--- config.mk ---
export PLATFORM = sky130hd
export DESIGN_NAME = serial_rx_core
export DESIGN_NICKNAME = d
export VERILOG_FILES = /design/src/rtl/srx_pkg.sv /design/src/rtl/srx_sync.sv /design/src/rtl/srx_frame_fsm.sv /design/src/rtl/srx_holding.sv /design/src/rtl/serial_rx_core.sv
export SDC_FILE = /design/constraint.sdc
export NUM_CORES = 1
export LEC_CHECK = 0
export ABC_AREA = 0
export CORE_ASPECT_RATIO = 1.1
export CORE_MARGIN = 4
export CORE_UTILIZATION = 40
export DETAILED_ROUTE_END_ITERATION = 16
export GPL_TIMING_DRIVEN = 0
export PLACE_DENSITY = 0.67
export SLEW_MARGIN = 20
export SYNTH_ARGS = -nofsm -noshare
export SYNTH_HDL_FRONTEND = slang
export SYNTH_HIERARCHICAL = 1
export SYNTH_SLANG_ARGS = --single-unit
--- constraint.sdc ---
create_clock -name clk -period 2.3 [get_ports clk]
set_input_delay 0.46 -clock clk [delete_from_list [all_inputs] [get_ports clk]]
set_output_delay 0.46 -clock clk [all_outputs]
set_load 0.05 [all_outputs]
--- src/rtl/srx_pkg.sv ---
package srx_pkg;

  typedef enum logic [2:0] {
    ST_IDLE,
    ST_START,
    ST_DATA,
    ST_PAR,
    ST_STOP
  } rx_state_t;

endpackage

--- src/rtl/srx_sync.sv ---
module srx_sync #(
  parameter int STAGES = 2
) (
  input  logic clk,
  input  logic rst,
  input  logic line_in,
  output logic line_s
);

  generate
    if (STAGES <= 1) begin : g_single
      always_ff @(posedge clk) begin
        if (rst) line_s <= 1'b1;
        else     line_s <= line_in;
      end
    end else begin : g_chain
      logic [STAGES-1:0] pipe;
      always_ff @(posedge clk) begin
        if (rst) pipe <= '1;
        else     pipe <= {pipe[STAGES-2:0], line_in};
      end
      assign line_s = pipe[STAGES-1];
    end
  endgenerate

endmodule

--- src/rtl/srx_frame_fsm.sv ---
module srx_frame_fsm
  import srx_pkg::*;
#(
  parameter int DATA_W = 8,
  parameter int OVS    = 16
) (
  input  logic              clk,
  input  logic              rst,
  input  logic              tick,
  input  logic              line_s,
  input  logic              len_long,
  input  logic              par_en,
  input  logic              par_odd,
  output logic              done,
  output logic [DATA_W-1:0] frm_data,
  output logic              frm_par_err,
  output logic              frm_stop_bad,
  output logic              frm_all_zero
);

  localparam int CW = (OVS > 2) ? $clog2(OVS) : 1;
  localparam int BW = $clog2(DATA_W + 1);
  localparam logic [CW-1:0] HALF_M1 = CW'(OVS/2 - 1);
  localparam logic [CW-1:0] FULL_M1 = CW'(OVS - 1);

  rx_state_t         st;
  logic [CW-1:0]     cnt;
  logic [BW-1:0]     bit_idx;
  logic [BW-1:0]     last_idx;
  logic [DATA_W-1:0] shreg;
  logic [DATA_W-1:0] data_view;
  logic              par_bit;
  logic              ones_seen;
  logic              armed;

  assign last_idx  = len_long ? BW'(DATA_W - 1) : BW'(DATA_W - 2);
  assign data_view = len_long ? shreg : {1'b0, shreg[DATA_W-1:1]};

  always_ff @(posedge clk) begin
    done <= 1'b0;
    if (rst) begin
      st           <= ST_IDLE;
      cnt          <= '0;
      bit_idx      <= '0;
      shreg        <= '0;
      par_bit      <= 1'b0;
      ones_seen    <= 1'b0;
      armed        <= 1'b0;
      frm_data     <= '0;
      frm_par_err  <= 1'b0;
      frm_stop_bad <= 1'b0;
      frm_all_zero <= 1'b0;
    end else if (tick) begin
      case (st)
        ST_IDLE: begin
          cnt <= '0;
          if (line_s) begin
            armed <= 1'b1;
          end else if (armed) begin
            armed <= 1'b0;
            st    <= ST_START;
          end
        end
        ST_START: begin
          if (cnt == HALF_M1) begin
            cnt       <= '0;
            bit_idx   <= '0;
            ones_seen <= 1'b0;
            st        <= line_s ? ST_IDLE : ST_DATA;
          end else begin
            cnt <= cnt + 1'b1;
          end
        end
        ST_DATA: begin
          if (cnt == FULL_M1) begin
            cnt       <= '0;
            shreg     <= {line_s, shreg[DATA_W-1:1]};
            ones_seen <= ones_seen | line_s;
            if (bit_idx == last_idx) st <= par_en ? ST_PAR : ST_STOP;
            else                     bit_idx <= bit_idx + 1'b1;
          end else begin
            cnt <= cnt + 1'b1;
          end
        end
        ST_PAR: begin
          if (cnt == FULL_M1) begin
            cnt       <= '0;
            par_bit   <= line_s;
            ones_seen <= ones_seen | line_s;
            st        <= ST_STOP;
          end else begin
            cnt <= cnt + 1'b1;
          end
        end
        ST_STOP: begin
          if (cnt == FULL_M1) begin
            cnt          <= '0;
            done         <= 1'b1;
            frm_data     <= data_view;
            frm_par_err  <= par_en & (^data_view ^ par_bit ^ par_odd);
            frm_stop_bad <= ~line_s;
            frm_all_zero <= ~ones_seen & ~line_s;
            st           <= ST_IDLE;
          end else begin
            cnt <= cnt + 1'b1;
          end
        end
        default: st <= ST_IDLE;
      endcase
    end
  end

  AST_IDX_IN_RANGE: assert property (@(posedge clk) disable iff (rst)
    (st == ST_DATA) |-> (bit_idx <= last_idx));
  AST_DONE_SINGLE: assert property (@(posedge clk) disable iff (rst)
    done |=> !done);

endmodule

--- src/rtl/srx_holding.sv ---
module srx_holding #(
  parameter int DATA_W = 8
) (
  input  logic              clk,
  input  logic              rst,
  input  logic              done,
  input  logic [DATA_W-1:0] frm_data,
  input  logic              frm_par_err,
  input  logic              frm_stop_bad,
  input  logic              frm_all_zero,
  input  logic              line_s,
  input  logic              rd_strobe,
  input  logic              err_clr,
  output logic [DATA_W-1:0] rx_data,
  output logic              rx_ready,
  output logic              err_parity,
  output logic              err_frame,
  output logic              err_overrun,
  output logic              brk_det
);

  always_ff @(posedge clk) begin
    if (rst) begin
      rx_data     <= '0;
      rx_ready    <= 1'b0;
      err_parity  <= 1'b0;
      err_frame   <= 1'b0;
      err_overrun <= 1'b0;
      brk_det     <= 1'b0;
    end else begin
      if (done) begin
        rx_data  <= frm_data;
        rx_ready <= 1'b1;
      end else if (rd_strobe) begin
        rx_ready <= 1'b0;
      end
      err_parity  <= (err_parity  & ~err_clr) | (done & frm_par_err);
      err_frame   <= (err_frame   & ~err_clr) | (done & frm_stop_bad);
      err_overrun <= (err_overrun & ~err_clr) | (done & rx_ready & ~rd_strobe);
      if (done && frm_all_zero) brk_det <= 1'b1;
      else if (line_s)          brk_det <= 1'b0;
    end
  end

  AST_LOAD_READY: assert property (@(posedge clk) disable iff (rst)
    done |=> rx_ready);
  AST_READ_CLEARS: assert property (@(posedge clk) disable iff (rst)
    (rd_strobe && !done) |=> !rx_ready);
  AST_OVERRUN_SET: assert property (@(posedge clk) disable iff (rst)
    (done && rx_ready && !rd_strobe) |=> err_overrun);
  AST_FRAME_STICKY: assert property (@(posedge clk) disable iff (rst)
    (err_frame && !err_clr) |=> err_frame);
  AST_BREAK_WITH_FRAME: assert property (@(posedge clk) disable iff (rst)
    $rose(brk_det) |-> err_frame);

endmodule

--- src/rtl/serial_rx_core.sv ---
module serial_rx_core #(
  parameter int DATA_W      = 8,
  parameter int OVS         = 16,
  parameter int SYNC_STAGES = 2
) (
  input  logic              clk,
  input  logic              rst,
  input  logic              os_tick,
  input  logic              rx_in,
  input  logic              cfg_len8,
  input  logic              cfg_par_en,
  input  logic              cfg_par_odd,
  input  logic              rd_strobe,
  input  logic              err_clr,
  output logic [DATA_W-1:0] rx_data,
  output logic              rx_ready,
  output logic              err_parity,
  output logic              err_frame,
  output logic              err_overrun,
  output logic              brk_det
);

  logic              line_s;
  logic              done;
  logic [DATA_W-1:0] frm_data;
  logic              frm_par_err;
  logic              frm_stop_bad;
  logic              frm_all_zero;

  srx_sync #(.STAGES(SYNC_STAGES)) u_sync (
    .clk     (clk),
    .rst     (rst),
    .line_in (rx_in),
    .line_s  (line_s)
  );

  srx_frame_fsm #(.DATA_W(DATA_W), .OVS(OVS)) u_fsm (
    .clk          (clk),
    .rst          (rst),
    .tick         (os_tick),
    .line_s       (line_s),
    .len_long     (cfg_len8),
    .par_en       (cfg_par_en),
    .par_odd      (cfg_par_odd),
    .done         (done),
    .frm_data     (frm_data),
    .frm_par_err  (frm_par_err),
    .frm_stop_bad (frm_stop_bad),
    .frm_all_zero (frm_all_zero)
  );

  srx_holding #(.DATA_W(DATA_W)) u_hold (
    .clk          (clk),
    .rst          (rst),
    .done         (done),
    .frm_data     (frm_data),
    .frm_par_err  (frm_par_err),
    .frm_stop_bad (frm_stop_bad),
    .frm_all_zero (frm_all_zero),
    .line_s       (line_s),
    .rd_strobe    (rd_strobe),
    .err_clr      (err_clr),
    .rx_data      (rx_data),
    .rx_ready     (rx_ready),
    .err_parity   (err_parity),
    .err_frame    (err_frame),
    .err_overrun  (err_overrun),
    .brk_det      (brk_det)
  );

endmodule

== Word-level counts from Yosys, hierarchy flattened ==
Index checks and enable logic that the tools add are counted.

* Register bits after elaboration: 49
* Input bits: 9
* Output and inout bits: 13
* Word-level logic and storage cells: 105

* $add $sub $neg: 2
* Eq/ne operators: 16
* Muxes and demuxes: 28
* Bitwise gates (word level): 21
* Reduce and logical (&&, ||, !) cells: 19

{| class="wikitable"
|+ Operators with widths
! operator !! count
|-
| 3-bit two-way mux || 8
|-
| 4-bit two-way mux || 5
|-
| 3-bit one-hot mux with 5 select lines || 1
|-
| 2-bit by 1-bit != test with 1-bit output (second input constant) || 7
|-
| 4-bit one-hot mux with 3 select lines || 1
|-
| 1-bit AND || 9
|-
| 1-bit two-way mux || 9
|-
| 3-bit AND reduction || 3
|-
| 4-bit by 1-bit adder with 4-bit output (second input constant) || 2
|-
| 8-bit two-way mux || 1
|-
| 4-bit one-hot mux with 2 select lines || 1
|-
| 8-bit AND reduction || 1
|-
| 2-bit nonzero test || 4
|-
| 8-bit parity || 1
|-
| 3-bit by 2-bit == test with 1-bit output (second input constant) || 2
|-
| 1-bit NOT || 6
|-
| 3-bit OR reduction || 2
|-
| 5-bit AND reduction || 1
|-
| 4-bit by 3-bit == test with 1-bit output (second input constant) || 1
|-
| 4-bit == test || 1
|-
| 4-bit == test (second input constant) || 1
|-
| 2-bit != test (second input constant) || 2
|-
| 1-bit bitwise OR || 4
|-
| 2-bit AND reduction || 2
|-
| other kinds (10) || 11
|}

== Depth between registers and ports, before layout ==
* Depth after elaboration: 5
* Gate-level depth with buffers: 8
* Mapped depth without buffers: 6

== Modules after synthesis ==
Netlist, hierarchy kept.

{| class="wikitable"
|+ Modules (own cells, without submodules)
! module !! instances !! cells an instance !! area an instance (sq um) !! seq. area each (sq um)
|-
| srx_frame_fsm || 1 || 197 || 1730.4 || 680.7
|-
| srx_holding || 1 || 45 || 462.9 || 260.2
|-
| srx_sync || 1 || 4 || 52.6 || 40.0
|}

== Worst setup path after synthesis ==
OpenSTA, ideal clock, no wires.

* Path type: input to register
* From: input port cfg_len8
* To: register u_fsm.frm_par_err
* Library setup time: 132 ps
* Arrival: 1648 ps
* Data required time: 2168 ps
* Slack: 520 ps
* Stages on the path: 6
* Path buffers: 1
* Path through: buf_2 > mux2i_1 > xnor3_1 > xnor3_1 > nand3_1 > a21oi_1

* Word-level cells in the longest chain between the ends: 5

{| class="wikitable"
|+ Ends and longest elaborated chain
! element !! line !! RTL
|-
| from (decl) || serial_rx_core.sv:10 || <nowiki>input logic cfg_len8,</nowiki>
|-
| 8-bit two-way mux || srx_frame_fsm.sv:37 || <nowiki>assign data_view = len_long ? shreg : {1'b0, shreg[DATA_W-1:1]};</nowiki>
|-
| 8-bit parity || srx_frame_fsm.sv:100 || <nowiki>frm_par_err <= par_en & (^data_view ^ par_bit ^ par_odd);</nowiki>
|-
| 1-bit bitwise XOR (2 in series) || srx_frame_fsm.sv:100 ||
|-
| 1-bit AND || srx_frame_fsm.sv:100 ||
|-
| to (signal assigned) || srx_frame_fsm.sv:100 ||
|-
| to (decl) || srx_frame_fsm.sv:16 || <nowiki>output logic frm_par_err,</nowiki>
|}

No other way between the ends.
A chain may end at the register's enable or synchronous reset.

== Worst setup path after layout ==
* From: input port rst
* To: register u_fsm.st[1]

{| class="wikitable"
|+ RTL lines
! element !! line !! RTL
|-
| from (decl) || serial_rx_core.sv:7 || <nowiki>input logic rst,</nowiki>
|-
| to (signal assigned) || srx_frame_fsm.sv:69 || <nowiki>st <= line_s ? ST_IDLE : ST_DATA;</nowiki>
|-
| to (signal assigned) || srx_frame_fsm.sv:79 || <nowiki>if (bit_idx == last_idx) st <= par_en ? ST_PAR : ST_STOP;</nowiki>
|-
| to (decl) || srx_frame_fsm.sv:26 || <nowiki>rx_state_t st;</nowiki>
|}

No word-level cell between the ends.

==> results.toml <==
[cts]
cts_buffers = 5
ctsHoldBuffers = 0
clk_latency_ns = 0.30
root_buffer = "clkbuf_8"
cts.clk_slew.worst_paths_ns = 0.09
cts_buffer_depth = 2
post-cts-setup-buffer-count = 0
cts_tree = "yes"
cts_resized = 0
cts_sinks = 49
clock_tree.htree_level_count = 2

[detailed_routing]
wire_per_inst_um = 13.0
met2_length_mm = 2.09
vias_per_cell = 5.09
via_count = 1772
wl_met3_um = 117
drtIter0Drc = 73
dr.pass1.iters = 4
antenna_left = 0
drc_errors = 0
drt_wl_total_mm = 4.51
highest_layer = "met4"
wl_met1_mm = 2.22

[cells_and_area]
nets = 283
area_growth_syn_to_layout_pct = 16.5
drive_gt1_share_pct = 10.3
antenna_cells = 0

[logic_synthesis]
synth-adder-area-share_pct = 1.11
synthMuxAreaShare_pct = 8.52
synth_top_cell_area_share_pct = 43.7
synth_most_common_cell = "dfxtp_1"
netlist_area_um2 = 2250
avgSynthCellArea_um2 = 9.13
synth_area_leaders = "dfxtp_1 (44%), mux2i_1 (8.0%), a21oi_1 (4.9%), nor2_1 (4.7%), nand2_1 (3.5%)"
synth_top_family_by_area = "simple AND/OR/NAND/NOR gates"
synth-async-reset-ratio_pct = 0
synth-compound-area-share_pct = 15.4
yosys.area_share.simple_pct = 21.0
synth_xor_area_share_pct = 5.46
synth_nets = 257
synth_sequential_area_ratio_pct = 43.7
postSynthCellCount = 246
ys_types = 51
ys_warn_count = 6
synth_common_cells = "dfxtp_1 (49), nor2_1 (28), a21oi_1 (22), nand2_1 (21), mux2i_1 (18)"
yosys.area.top_type = "dfxtp_1"
ys_ff_latch = 49
synth-main-ff-cell = "dfxtp_1"
synth_edf_count = 0

[worst_hold_path]
hp-class = "reg -> reg"

[die]
dieWidth_um = 79.4
rows = 28
io_pins = 22
initial_core_util_pct = 41.4
core-area_um2 = 5430
die_area_um2 = 6880
fp.dieH_um = 86.6

[pwr]
power.density_nw_per_um2 = 606
ir_drop_v = 0.000272
cellLeakagePower_nw = 0.900
p_total_mw = 1.59

[sta]
slew_viol_final = 0
relSlewSlack_pct = 53.6
fin_skew_ns = 0.00897
setup_tns_ns = 0
rsz0062_at_grt = "no"
setup_viol = 0
tightest_slew_ns = 0.696
period_needed_ns = 1.97
hold_viol_final = 0
fmax_mhz = 508
finalCritPeriodShare_pct = 85.6

[setup_path]
criticalPathCategory = "in -> reg"
crit_arrival_ns = 2.14
required_ns = 2.47
critPathMaxFanout = 10
start_kind = "input pin"
critPathCaptureType = "flop"

[outcome]
status = "completed"

[global_routing]
grt_overflow = 0
grt_pass1_wl_mm = 7.79
grt_max_degree = 16
grt_antenna_before_repair = 0
grtUsageTotal_pct = 14.3
first_global_vias = 1672

[placement]
gp_congestion = 0.825
io_buffers = 19
dp_hpwl_mm = 3.26

[job]
drv_cap = 0
[worst max-delay path, stage by stage]
cell,delay [ns]
clkdlybuf4s50_1,0.61
buf_1,0.37
clkbuf_1,0.59
nor3_2,0.10
[flip-flops by register name, indices dropped and copies added, names as in the netlist, 2 cells and up]
signal,flops
u_fsm/frm_data,8
u_fsm/shreg,8
u_hold/rx_data,8
u_fsm/bit_idx,4
u_fsm/cnt,4
u_fsm/st,3
u_sync/g_chain.pipe,2
[per-stage QoR]
stage	cells	instance area, um2	hold slack [ns]	util, %	worst slack [ns]
2_1_floorplan	246	2250	0.383	-	0.520
3_3_place_gp	340	2530	0.391	46.6	0.0663
3_5_place_dp	340	2530	0.390	46.6	0.0482
4_1_cts	348	2620	0.415	48.2	0.364
5_1_grt	348	2620	0.428	48.2	0.226
6_report	348	2620	0.415	48.2	0.331
[where the power goes]
group,internal [mW],total (mW),switching (mW)
clock network,0.214,0.495,0.281
logic,0.0924,0.214,0.122
registers,0.863,0.877,0.0148
total,1.17,1.59,0.417
[layout make-up]
class,instances,area (um2)
fillers,559,2810
multi-input cells,174,1160
flip-flops and latches,49,981
repair buffers,19,190
well taps,75,93.8
plain buffers,18,88.8
clock buffers,6,72.6
inverters,5,18.8
clock inverters,2,15.0
[final timing paths]
| check | depth (start not counted) | slack [ns] | to | from |
|---|---|---|---|---|
| max reg2reg | 7 | 0.39 | u_fsm/shreg[5]$_SDFFE_PP0P_ | u_fsm/cnt[0]$_SDFFE_PP0P_ |
| min | 1 | 0.41 | u_sync/g_chain.pipe[1]$_SDFF_PP1_ | u_sync/g_chain.pipe[0]$_SDFF_PP1_ |
| min reg2reg | 1 | 0.41 | u_sync/g_chain.pipe[1]$_SDFF_PP1_ | u_sync/g_chain.pipe[0]$_SDFF_PP1_ |
| max | 4 | 0.33 | u_fsm/st[1]$_SDFFE_PP0P_ | rst |
[per-layer routing]
metal | GRT usage (%) | up-vias
met3 | 3.12 | 7
met1 | 18.6 | 836
li1 | - | 906
met4 | 5.31 | 0
met2 | 23.2 | 23
met5 | 0 | -
[cells in the final DEF, fill, tap and decap left out, drive strengths merged, types with 6 or more instances in the layout]
master         instances
dfxtp                 49
a21oi                 23
mux2i                 18
clkbuf                14
nand2                 21
o21ai                 14
nand2b                 6
nor2                  30
xnor2                  6
clkdlybuf4s50         19
nor3                   8
buf                   10
a211oi                 8
[cell families after synthesis]
logic type | count (synthesis)
simple gates | 88
compound gates | 55
mux | 19
flops | 49
buf+inv | 23
xor+xnor | 10
fa+ha+maj | 2
Note: power is estimated with default switching activity, not from simulation.
